==> config.mk <==
export PLATFORM = sky130hd
export DESIGN_NAME = cf_overcurrent_guard
export DESIGN_NICKNAME = d
export VERILOG_FILES = /design/src/rtl/cf_guard_pkg.sv /design/src/rtl/cf_mean_div.sv /design/src/rtl/cf_guard_datapath.sv /design/src/rtl/cf_guard_ctrl.sv /design/src/rtl/cf_overcurrent_guard.sv
export SDC_FILE = /design/constraint.sdc
export NUM_CORES = 1
export LEC_CHECK = 0
export BUFFER_PORTS_ARGS = -buffer_cell sky130_fd_sc_hd__buf_2
export CAP_MARGIN = 10
export CORE_MARGIN = 3
export CORE_UTILIZATION = 40
export DETAILED_ROUTE_END_ITERATION = 10
export PLACE_DENSITY_LB_ADDON = 0.05
export SLEW_MARGIN = 20
export SYNTH_ARGS = -nofsm -noshare
export SYNTH_HDL_FRONTEND = slang
export SYNTH_SLANG_ARGS = --single-unit
==> constraint.sdc <==
create_clock -name clk -period 79.4 [get_ports clk]
set_clock_uncertainty 0.1 [all_clocks]
set_input_delay 7.94 -clock clk [delete_from_list [all_inputs] [get_ports clk]]
set_output_delay 7.94 -clock clk [all_outputs]
set_load 0.005 [all_outputs]
==> src/rtl/cf_guard_pkg.sv <==
package cf_guard_pkg;

  // Strobes passed from the control module to the datapath each clock.
  typedef struct packed {
    logic winStart;    // first clock of a newly opened low-side window
    logic takeSample;  // accept sampleData this clock
    logic closeCycle;  // end of the switching cycle
  } cfStrobe_t;

endpackage

==> src/rtl/cf_mean_div.sv <==
// Per-cycle mean: sum divided by count, zero when no samples were taken.
module cf_mean_div #(
  parameter int SUM_W = 16,
  parameter int CNT_W = 6,
  parameter int OUT_W = 10
) (
  input  logic [SUM_W-1:0] sumIn,
  input  logic [CNT_W-1:0] cntIn,
  output logic [OUT_W-1:0] meanOut
);

  logic [SUM_W-1:0] quot;

  always_comb begin
    if (cntIn == '0) quot = '0;
    else             quot = sumIn / SUM_W'(cntIn);
    meanOut = OUT_W'(quot);
  end

endmodule

==> src/rtl/cf_guard_datapath.sv <==
module cf_guard_datapath
  import cf_guard_pkg::*;
#(
  parameter int SAMPLE_W  = 10,
  parameter int WIN_CNT_W = 6,
  parameter int EMA_SHIFT = 4
) (
  input  logic                clk,
  input  logic                rstN,
  input  cfStrobe_t           strb,
  input  logic [SAMPLE_W-1:0] sampleData,
  input  logic                seedClear,
  output logic                violation
);

  localparam int SUM_W = SAMPLE_W + WIN_CNT_W;
  localparam int AVG_W = SAMPLE_W + EMA_SHIFT;
  localparam int CMP_W = SAMPLE_W + 2;

  logic [SAMPLE_W-1:0]  peakReg;
  logic [SUM_W-1:0]     sumReg;
  logic [WIN_CNT_W-1:0] cntReg;
  logic [AVG_W-1:0]     avgAcc;
  logic                 seeded;

  logic [SAMPLE_W-1:0]  meanVal;
  logic [SAMPLE_W-1:0]  avgInt;
  logic [CMP_W-1:0]     limitVal;
  logic [AVG_W-1:0]     avgNext;
  logic                 cntFull;

  cf_mean_div #(
    .SUM_W (SUM_W),
    .CNT_W (WIN_CNT_W),
    .OUT_W (SAMPLE_W)
  ) uMean (
    .sumIn   (sumReg),
    .cntIn   (cntReg),
    .meanOut (meanVal)
  );

  assign cntFull  = &cntReg;
  assign avgInt   = SAMPLE_W'(avgAcc >> EMA_SHIFT);
  assign limitVal = (CMP_W'(avgInt) << 1) + CMP_W'(avgInt);
  assign avgNext  = avgAcc - (avgAcc >> EMA_SHIFT) + AVG_W'(meanVal);

  // Judged against the average of earlier cycles, before this cycle folds in.
  assign violation = strb.closeCycle && seeded && (cntReg != '0) &&
                     (CMP_W'(peakReg) > limitVal);

  // Window accumulation: peak, sum and count.
  always_ff @(posedge clk or negedge rstN) begin
    if (!rstN) begin
      peakReg <= '0;
      sumReg  <= '0;
      cntReg  <= '0;
    end else if (strb.winStart) begin
      peakReg <= strb.takeSample ? sampleData : '0;
      sumReg  <= strb.takeSample ? SUM_W'(sampleData) : '0;
      cntReg  <= strb.takeSample ? WIN_CNT_W'(1) : '0;
    end else if (strb.takeSample) begin
      if (sampleData > peakReg) peakReg <= sampleData;
      if (!cntFull) begin
        sumReg <= sumReg + SUM_W'(sampleData);
        cntReg <= cntReg + WIN_CNT_W'(1);
      end
    end
  end

  // Exponential moving average of per-cycle mean, scaled by 2^EMA_SHIFT.
  always_ff @(posedge clk or negedge rstN) begin
    if (!rstN) begin
      avgAcc <= '0;
      seeded <= 1'b0;
    end else if (seedClear) begin
      avgAcc <= '0;
      seeded <= 1'b0;
    end else if (strb.closeCycle && (cntReg != '0)) begin
      if (!seeded) begin
        avgAcc <= AVG_W'(meanVal) << EMA_SHIFT;
        seeded <= 1'b1;
      end else begin
        avgAcc <= avgNext;
      end
    end
  end

  // without an accepted sample or a window start, peak and sum hold.
  assert_ignored_sample_R2: assert property (@(posedge clk) disable iff (!rstN)
    (!strb.takeSample && !strb.winStart) |=> ($stable(peakReg) && $stable(sumReg)));

  // an accepted sample inside an open window is never above the peak.
  assert_peak_covers_R2: assert property (@(posedge clk) disable iff (!rstN)
    (strb.takeSample && !strb.winStart) |=> (peakReg >= $past(sampleData)));

  // a new window restarts the count.
  assert_window_restart_R3: assert property (@(posedge clk) disable iff (!rstN)
    strb.winStart |=> (cntReg <= WIN_CNT_W'(1)));

  // an empty window never violates.
  assert_empty_window_R10: assert property (@(posedge clk) disable iff (!rstN)
    (strb.closeCycle && (cntReg == '0)) |-> !violation);

endmodule

==> src/rtl/cf_guard_ctrl.sv <==
module cf_guard_ctrl
  import cf_guard_pkg::*;
#(
  parameter int VIOL_LIMIT = 70
) (
  input  logic      clk,
  input  logic      rstN,
  input  logic      loWindow,
  input  logic      sampleValid,
  input  logic      cycleEnd,
  input  logic      detectEn,
  input  logic      faultClear,
  input  logic      violation,
  output cfStrobe_t strb,
  output logic      seedClear,
  output logic      faultFlag
);

  localparam int VC_W = $clog2(VIOL_LIMIT + 1);
  localparam logic [VC_W-1:0] LAST_CNT = VC_W'(VIOL_LIMIT - 1);

  logic            loWinQ;
  logic [VC_W-1:0] violCnt;
  logic            hitLimit;

  always_comb begin
    strb.winStart   = loWindow && !loWinQ;
    strb.takeSample = loWindow && sampleValid;
    strb.closeCycle = cycleEnd;
  end

  assign seedClear = faultClear;
  assign hitLimit  = detectEn && violation && (violCnt == LAST_CNT);

  always_ff @(posedge clk or negedge rstN) begin
    if (!rstN) loWinQ <= 1'b0;
    else       loWinQ <= loWindow;
  end

  // Consecutive-violation counter.
  always_ff @(posedge clk or negedge rstN) begin
    if (!rstN) begin
      violCnt <= '0;
    end else if (faultClear || !detectEn) begin
      violCnt <= '0;
    end else if (strb.closeCycle) begin
      if (!violation || hitLimit) violCnt <= '0;
      else                        violCnt <= violCnt + VC_W'(1);
    end
  end

  // Sticky fault.
  always_ff @(posedge clk or negedge rstN) begin
    if (!rstN)         faultFlag <= 1'b0;
    else if (faultClear) faultFlag <= 1'b0;
    else if (hitLimit)   faultFlag <= 1'b1;
  end

  // the counter never reaches the limit value.
  assert_cnt_bound_R6: assert property (@(posedge clk) disable iff (!rstN)
    violCnt < VC_W'(VIOL_LIMIT));

  // a clean cycle zeroes the run.
  assert_clean_resets_R6: assert property (@(posedge clk) disable iff (!rstN)
    (strb.closeCycle && !violation) |=> (violCnt == '0));

  // a fault only rises after a violating close while armed.
  assert_fault_source_R7: assert property (@(posedge clk) disable iff (!rstN)
    $rose(faultFlag) |-> ($past(violation) && $past(detectEn) && $past(cycleEnd)));

  // disarmed detection holds the counter at zero.
  assert_disarm_hold_R8: assert property (@(posedge clk) disable iff (!rstN)
    !detectEn |=> (violCnt == '0));

  // the fault is sticky until cleared.
  assert_fault_sticky_R9: assert property (@(posedge clk) disable iff (!rstN)
    (faultFlag && !faultClear) |=> faultFlag);

  // a clear always wins.
  assert_clear_wins_R9: assert property (@(posedge clk) disable iff (!rstN)
    faultClear |=> !faultFlag);

endmodule

==> src/rtl/cf_overcurrent_guard.sv <==
module cf_overcurrent_guard
  import cf_guard_pkg::*;
#(
  parameter int SAMPLE_W   = 10,
  parameter int WIN_CNT_W  = 6,
  parameter int EMA_SHIFT  = 4,
  parameter int VIOL_LIMIT = 70
) (
  input  logic                clk,
  input  logic                rstN,
  input  logic [SAMPLE_W-1:0] sampleData,
  input  logic                sampleValid,
  input  logic                loWindow,
  input  logic                cycleEnd,
  input  logic                detectEn,
  input  logic                faultClear,
  output logic                faultFlag
);

  cfStrobe_t strb;
  logic      seedClear;
  logic      violation;

  cf_guard_ctrl #(
    .VIOL_LIMIT (VIOL_LIMIT)
  ) uCtrl (
    .clk         (clk),
    .rstN        (rstN),
    .loWindow    (loWindow),
    .sampleValid (sampleValid),
    .cycleEnd    (cycleEnd),
    .detectEn    (detectEn),
    .faultClear  (faultClear),
    .violation   (violation),
    .strb        (strb),
    .seedClear   (seedClear),
    .faultFlag   (faultFlag)
  );

  cf_guard_datapath #(
    .SAMPLE_W  (SAMPLE_W),
    .WIN_CNT_W (WIN_CNT_W),
    .EMA_SHIFT (EMA_SHIFT)
  ) uData (
    .clk        (clk),
    .rstN       (rstN),
    .strb       (strb),
    .sampleData (sampleData),
    .seedClear  (seedClear),
    .violation  (violation)
  );

endmodule

Word level (Yosys, flattened, before mapping)
Cells that the tools add are included.
{ "totals": {"in_bits": 17, "elab_cells": 65, "reg_bits": 56, "output_inout_bits": 1} }
{ "op_classes": {"reduce_logical": 23, "n_lt_le_gt_ge": 2, "n_mux": 23, "div_mod_pow": 1, "add_sub_neg": 6, "n_eq_ne": 2} }
{ "ops": {"columns": ["op", "count"], "rows": [
  ["$mux W10", 6],
  ["$mux W16", 3],
  ["$mux W14", 3],
  ["$mux W7", 3],
  ["$mux W6", 3],
  ["$add A16 B10 Y16", 1],
  ["$div A16 B6 Y16", 1],
  ["$add A14 B10 Y14", 1],
  ["$sub A14 B10 Y14", 1],
  ["$add A11 B10 Y12", 1],
  ["$gt A10 B12 Y1", 1],
  ["$gt A10 B10 Y1", 1],
  ["$reduce_bool A2 Y1", 5],
  ["$logic_and A1 B1 Y1", 8],
  ["$add A7 B1 Y7 const B", 1],
  ["$eq A7 B7 Y1 const B", 1],
  ["$add A6 B1 Y6 const B", 1],
  ["$logic_not A6 Y1", 1],
  ["$reduce_and A6 Y1", 1],
  ["$reduce_bool A6 Y1", 1],
  ["$mux W1", 5],
  ["$reduce_and A2 Y1", 2],
  ["$logic_not A1 Y1", 3],
  ["$logic_or A1 B1 Y1", 2],
  ["$ne A2 B2 Y1 const B", 1]
]} }

Longest topological paths before layout
Gate-level depths: netlist of run 1.
{ "logic_depth": {"depth_word": 9, "depth_mapped": 173, "mapped_depth_nobuf": 166} }

Modules after synthesis
From an unflattened synthesis of run 1, not the netlist that was laid out.
{ "hier_totals": {"hier_cells": 1294, "area_unflattened_um2": 10020.9} }
{ "modules_own_cells": {"columns": ["mod", "seq_area_each_um2", "n_inst", "cells_each", "area_each_um2"], "rows": [
  ["cf_mean_div", 0.0, 1, 715, 5007.3],
  ["cf_guard_datapath", 1176.1, 1, 532, 4503.1],
  ["cf_guard_ctrl", 225.2, 1, 47, 510.5]
]} }

Least setup slack after synthesis of run 1
No wires, ideal clock.
{ "synth_timing": {"path_type": "reg-to-reg", "start": "register uData.cntReg[4]", "end": "register uData.avgAcc[13]", "stages_incl_launch_ff": 162, "period_less_slack_ns": 30.844, "t_arrival_ns": 30.662, "path_slack_ns": 48.556, "t_required_ns": 79.217, "path_buffers": 6, "setup_ns": 0.083, "path_cell_list": "dfrtp_1 > or4_4 > nor2_1 > a21oi_1 > a21oi_1 > ha_1 > or3_1 > and3_1 > a211o_1 > and2_1 > ha_1 > nor2_1 > a211oi_4 > or3_1 > nand2_1 > ha_1 > a21oi_1 > a21oi_1 > [... 126 more ...] > o31ai_1 > o31ai_1 > ha_1 > a21o_1 > a21o_1 > a21o_1 > a21oi_1 > o21bai_1 > a21oi_1 > o21bai_1 > a21oi_1 > o21bai_1 > a21oi_1 > o21bai_1 > a21oi_1 > xnor2_1 > a21oi_1 > o21ai_0"} }
{ "synth_between": {"elab_chain_cells": 6, "elab_cells_between_ends": 10, "cone_classes": "add/sub: 1; div: 1; mux: 4; reduce/logical: 4"} }
{ "synth_lines": {"columns": ["element", "line_no", "rtl"], "rows": [
  ["start: declaration", "cf_guard_datapath.sv:22", "logic [WIN_CNT_W-1:0] cntReg;"],
  ["start signal: assignment", "cf_guard_datapath.sv:60", "cntReg <= strb.takeSample ? WIN_CNT_W'(1) : '0;"],
  ["start signal: assignment", "cf_guard_datapath.sv:65", "cntReg <= cntReg + WIN_CNT_W'(1);"],
  ["$div A16 B6 Y16 or $logic_not A6 Y1 (tied branches)", "cf_mean_div.sv:16, cf_mean_div.sv:15", null],
  ["$mux W10", "cf_mean_div.sv:15", "if (cntIn == '0) quot = '0;"],
  ["$add A14 B10 Y14", "cf_guard_datapath.sv:45", "assign avgNext = avgAcc - (avgAcc >> EMA_SHIFT) + AVG_W'(meanVal);"],
  ["$mux W14", "cf_guard_datapath.sv:79", "if (!seeded) begin"],
  ["$mux W14", "cf_guard_datapath.sv:78", "end else if (strb.closeCycle && (cntReg != '0)) begin"],
  ["$mux W14", "cf_guard_datapath.sv:75", "end else if (seedClear) begin"],
  ["end signal: assignment", "cf_guard_datapath.sv:80", "avgAcc <= AVG_W'(meanVal) << EMA_SHIFT;"],
  ["end signal: assignment", "cf_guard_datapath.sv:83", "avgAcc <= avgNext;"],
  ["end: declaration", "cf_guard_datapath.sv:23", "logic [AVG_W-1:0] avgAcc;"]
]} }
Parallel ways exist; a longest one is shown, timed or not. The select of a mux whose other input is x is not followed.
A chain may end at the register's enable or synchronous reset.

Worst setup path in the final report of run 1
Same ends and word-level chain as after synthesis.

==> flow_summary.json, run 1 <==
{
  "stdcell_count": 1538,
  "r2r-end": "uData.avgAcc[13]$_DFFE_PN0P_",
  "critical_path.max_fanout": 14,
  "die_w_um": 161.2,
  "period_minus_slack_ns": 35.31,
  "cpPeakStageDelay_ns": 0.70,
  "drive_gt1_share_pct": 8.368,
  "startpoint_type": "flop",
  "cp_common_cell": "o21a_1",
  "yosysWarnings": 0,
  "setup_tns_ns": 0,
  "dieArea_mm2": 0.02597,
  "syn_area_mm2": 0.009629,
  "drtIter0Drc": 468,
  "ys_ff_latch": 56,
  "hpwl_um": 20290,
  "hold_path_end": "uData.avgAcc[1]$_DFFE_PN0P_",
  "rsz0062_at_grt": "no",
  "grtUsageMet1_pct": 29.01,
  "criticalPathCategory": "reg -> reg",
  "cp_data_required_time_ns": 79.52,
  "io_pins": 18,
  "slew_violations": 0,
  "antenna_found_initial": 0,
  "grt_use_met3_pct": 1.590,
  "yosysMostFrequentCell": "ha_1",
  "ys_types": 98,
  "drtPass1Iterations": 5,
  "hold_viol_final": 0,
  "clk_path_buf_depth": 2,
  "crit_slowest_cell": "o22ai_1",
  "cts_setup_buffers": 0,
  "synth_top_area_share_pct": 18.45,
  "route.detailed.drc": 0,
  "tritoncts": "built",
  "cts_resized": 0,
  "cts_buffers": 5,
  "via_per_inst": 5.540,
  "synth_edf_count": 0,
  "synth_cells": 1224,
  "fin_area_mm2": 0.01015,
  "yosysTopAreaCell": "ha_1",
  "async_reset_ff_share_pct": 100.0,
  "reg2reg_depth": 155,
  "totalWireLength_um": 25340,
  "grt_max_degree": 57,
  "maxCapViolations": 0,
  "reg2reg_from": "uData.cntReg[4]$_DFFE_PN0P_",
  "portBuffers": 17,
  "dpl-instance-area_mm2": 0.009995,
  "tightest_slew_ns": 0.8999,
  "r2r_setup_slack_ns": 44.09,
  "htreeDepth": 2,
  "gr-total-overflow": 0,
  "path_clk_slew_ns": 0.08,
  "coreArea_mm2": 0.02354,
  "grt_pass1_wl_um": 42420,
  "status": "complete, no violations",
  "syn-num-nets": 1395,
  "fin_util_pct": 43.11,
  "clock-sinks": 56,
  "place.gp.congestion": 0.8032,
  "arrival_ns": 35.43,
  "root_buffer": "clkbuf_16",
  "die_y_um": 161.2,
  "start_util_pct": 40.90,
  "end_kind": "flop",
  "dp_cells": 1530,
  "relSlewSlack_pct": 39.72,
  "setup_viol": 0,
  "vias": 8520,
  "hp-start": "uData.avgAcc[1]$_DFFE_PN0P_",
  "synth_area_per_cell_um2": 7.867,
  "fmax_mhz": 28.32,
  "grt_pass1_vias": 8139,
  "fin_crit_sh_pct": 44.48,
  "hold_buffers": 0,
  "grtUsageMet2_pct": 32.47,
  "ant_nets": 0,
  "synth_ff_type": "dfrtp_1",
  "busiest_layer": "met2",
  "num_rows": 56,
  "area_delta_synth_final_pct": 5.393,
  "post_drt_wl_per_cell_um": 16.48,
  "insertedDiodeCount": 0,
  "finalNetCount": 1389,
  "synth_common_cells": "ha_1 (142), nor2_1 (118), inv_1 (95)",
  "grt_usage_pct": 19.66,
  "hp-class": "reg -> reg",
  "hold_path_depth": 2,
  "ys_seq_area_share_pct": 14.55,
  "fillers": 2460,
  "clk_latency_ns": 0.30,
  "synth_area_leaders": "ha_1 (18%), dfrtp_1 (15%), nor2_1 (4.6%)"
}
[metal layers]
layer	vias up	wire length, um
met5	-	0
met4	0	169
met3	10	460
met2	87	11440
met1	3982	13270
li1	4441	-
[layout by cell type, fill, tap and decap left out, types with 18 or more instances in the layout]
master	Yosys	layout
xor2_1	31	31
inv_1	95	95
a21oi_1	86	86
nor2_1	118	118
nand2b_1	21	21
nor2b_1	19	18
nor3_1	42	42
o21a_1	35	35
a21o_1	26	26
o21ai_0	55	55
xnor2_1	49	49
o31ai_1	18	18
mux2_2	23	23
nand3_1	34	34
nand2_1	82	82
ha_1	142	142
dfrtp_1	56	56
[cell families (layout without fill, tap and decap cells)]
group,Yosys count,after routing,share of synthesized area (%)
XOR/XNOR,82,82,7.731
multiplexers,43,43,4.938
flip-flops,56,56,14.55
adder cells (fa/ha/maj),154,154,20.95
buffers and inverters,132,127,5.509
AO/OA/AOI/OAI,352,352,25.04
AND/OR/NAND/NOR,405,405,21.28
[how the worst max path moves through the flow]
stage | startpoint | endpoint | depth (start not counted)
2_1_floorplan | uData.cntReg[4]$_DFFE_PN0P_ | uData.avgAcc[13]$_DFFE_PN0P_ | 161
3_3_place_gp | uData.cntReg[4]$_DFFE_PN0P_ | uData.avgAcc[13]$_DFFE_PN0P_ | 157
3_5_place_dp | uData.cntReg[4]$_DFFE_PN0P_ | uData.avgAcc[13]$_DFFE_PN0P_ | 155
4_1_cts | uData.cntReg[4]$_DFFE_PN0P_ | uData.avgAcc[13]$_DFFE_PN0P_ | 155
5_1_grt | uData.cntReg[4]$_DFFE_PN0P_ | uData.avgAcc[13]$_DFFE_PN0P_ | 158
6_report | uData.cntReg[4]$_DFFE_PN0P_ | uData.avgAcc[13]$_DFFE_PN0P_ | 155
[through the flow]
step	hold WS [ns]	worst slack (ns)
after floorplan	0.3485	48.56
after global placement	0.3717	44.58
after detailed placement	0.3667	44.10
after CTS	0.3851	43.99
after global routing	0.4105	40.86
final	0.3800	44.09
[worst max-delay path: cells and delay by family, from the launching register on]
| kind | cells | cell delay [ns] |
|---|---|---|
| AOI/OAI and AO/OA | 80 | 16.20 |
| xor gates and xnor gates | 1 | 0.14 |
| adders and majority gates | 16 | 4.69 |
| buffers and inverters | 3 | 0.41 |
| DFF | 1 | 0.44 |
| muxes | 8 | 2.55 |
| and+or+nand+nor | 47 | 10.62 |
[sequential cells by signal, summed over array words and instances (netlist names)]
register,flops
uData.seeded,1
uData.peakReg,10
uCtrl.violCnt,7
uData.sumReg,16
uData.avgAcc,14
uData.cntReg,6
uCtrl.loWinQ,1
uCtrl.faultFlag,1
[area by class of cell]
class                           instances  area (um^2)  area share [%]
Clock buffer                            5        125.1           1.233
Clock inverter                          3        27.53          0.2712
Inverter                               95        356.6           3.514
Multi-Input combinational cell       1036         7701           75.88
Sequential cell                        56         1401           13.81
Tap cell                              319        399.1           3.933
Timing Repair Buffer                   24        137.6           1.356
Power of run 1 is left out: the tool's default activity adds up to more than one toggle a clock period on the data nets, which glitch-free logic cannot reach.
==> inputs of run 2 (changes only) <==
==> constraint.sdc (replaced) <==
create_clock -name clk -period 35.7 [get_ports clk]
set_clock_uncertainty 0.1 [all_clocks]
set_input_delay 3.57 -clock clk [delete_from_list [all_inputs] [get_ports clk]]
set_output_delay 3.57 -clock clk [all_outputs]
set_load 0.005 [all_outputs]
==> run 2 against run 1 <==
Largest cell class unchanged; via count up 1.4%; die area unchanged; non-clock buffer count up 8; flip-flop and latch count unchanged; hold slack better by 0.0056 ns; critical path depth up 5; highest routed layer unchanged; cell count up 0.52%; critical endpoint unchanged.
==> flow_summary.json, run 2 (synthesized netlist as in run 1, its figures left out) <==
{
  "dieArea_mm2": 0.02597,
  "route.detailed.drc": 0,
  "coreArea_mm2": 0.02354,
  "criticalPathCategory": "reg -> reg",
  "via_per_inst": 5.589,
  "layout_common_cells": "ha_1 (142), nor2_1 (116), inv_1 (95)",
  "hold_ws_ns": 0.3856,
  "setup_tns_ns": 0,
  "end_kind": "flop",
  "gr-total-overflow": 0,
  "cpPeakStageDelay_ns": 0.58,
  "area_delta_synth_final_pct": 7.771,
  "clk_path_buf_depth": 2,
  "status": "complete, no violations",
  "slew_violations": 0,
  "htreeDepth": 2,
  "crit_slowest_cell": "or4_4",
  "num_rows": 56,
  "die_w_um": 161.2,
  "drtIter0Drc": 560,
  "cts_buffers": 5,
  "ant_nets": 0,
  "place.gp.congestion": 0.8335,
  "grt_pass1_wl_um": 43460,
  "die_y_um": 161.2,
  "largest-register": "uData.sumReg",
  "relSlewSlack_pct": 26.67,
  "hp-class": "reg -> reg",
  "dpl-instance-area_mm2": 0.01001,
  "clock-sinks": 56,
  "fillers": 2437,
  "maxCapViolations": 0,
  "hold_viol_final": 0,
  "fin_area_mm2": 0.01038,
  "portBuffers": 17,
  "register_area_mm2": 0.001401,
  "cp_common_cell": "o21a_1",
  "critical_path.max_fanout": 14,
  "period_minus_slack_ns": 32.97,
  "largest_reg_flops": 16,
  "tightest_slew_ns": 1.072,
  "multi_input_comb_area_mm2": 0.007873,
  "startpoint_type": "flop",
  "cp_data_required_time_ns": 35.83,
  "drive_gt1_share_pct": 10.59,
  "root_buffer": "clkbuf_16",
  "tritoncts": "built",
  "vias": 8640,
  "layout_commonest_cell": "ha_1",
  "totalWireLength_um": 26480,
  "fmax_mhz": 30.33,
  "start_util_pct": 40.90,
  "finalNetCount": 1397,
  "io_pins": 18,
  "grt_usage_pct": 20.37,
  "arrival_ns": 33.10,
  "clk_latency_ns": 0.31,
  "antenna_found_initial": 0,
  "insertedDiodeCount": 0,
  "hpwl_um": 20740,
  "grt_pass1_vias": 8043,
  "drtPass1Iterations": 5,
  "fin_crit_sh_pct": 92.35,
  "grt_max_degree": 57,
  "setup_viol": 0,
  "reg.largest.list": "uData.sumReg x16, uData.avgAcc x14, uData.peakReg x10",
  "post_drt_wl_per_cell_um": 17.13,
  "path_clk_slew_ns": 0.09
}
==> run 2: changes by cell type in the layout (fill, tap and decap cells not counted), moves of 3 or more <==
cell	delta
buf_4	+8
a21oi_1	-3
nor2_4	+3
mux2i_1	-3
==> run 2: critical path: cells and delay by family, from the launching register on <==
| kind | cells | cell delay, ns |
|---|---|---|
| fa+ha+maj | 16 | 4.57 |
| flops | 1 | 0.45 |
| compound gates | 83 | 15.44 |
| xor+xnor | 1 | 0.14 |
| mux | 8 | 2.39 |
| buf+inv | 4 | 0.59 |
| simple gates | 48 | 9.15 |
==> run 2: worst paths after layout <==
check,from,endpoint,slack (ns),cells past startpoint
max in group asynchronous,rstN,uData.sumReg[13]$_DFFE_PN0P_,31.65,2
min in group asynchronous,rstN,uData.avgAcc[2]$_DFFE_PN0P_,3.33,2
hold / removal,uData.avgAcc[1]$_DFFE_PN0P_,uData.avgAcc[1]$_DFFE_PN0P_,0.39,2
hold reg to reg,uData.avgAcc[1]$_DFFE_PN0P_,uData.avgAcc[1]$_DFFE_PN0P_,0.39,2
setup reg to reg,uData.cntReg[4]$_DFFE_PN0P_,uData.avgAcc[13]$_DFFE_PN0P_,2.73,160
setup / recovery,uData.cntReg[4]$_DFFE_PN0P_,uData.avgAcc[13]$_DFFE_PN0P_,2.73,160
==> run 2: through the flow <==
step	utilization [%]	setup slack (ns)	instances
6_report	44.08	2.731	1546
3_5_place_dp	42.52	0.7693	1532
5_1_grt	44.08	-0.04174	1546
4_1_cts	43.15	0.5803	1540
2_1_floorplan	-	4.856	1224
3_3_place_gp	42.52	1.380	1532
==> run 2: final cells by class <==
class / count / area share (%)
tap: 319 / 3.846
sequential: 56 / 13.50
clock buffer: 5 / 1.206
timing repair buffer: 32 / 1.905
clock inverter: 3 / 0.2411
multi-input combinational: 1036 / 75.86
inverter: 95 / 3.436
==> run 2: metal layers <==
layer	wire [um]	up-vias	track usage, %
li1	-	4460	-
met1	14270	4053	31.42
met2	11390	110	31.97
met3	585	17	1.513
met4	241	0	2.425
met5	0	-	0
==> run 2: what timing repair did <==
action / CTS / global route
setup endpoints to repair: 0 / 14
resized for setup: 0 / 33
hold buffers: 0 / 0
setup buffers: 0 / 6
Power of run 2 is left out for the same reason.
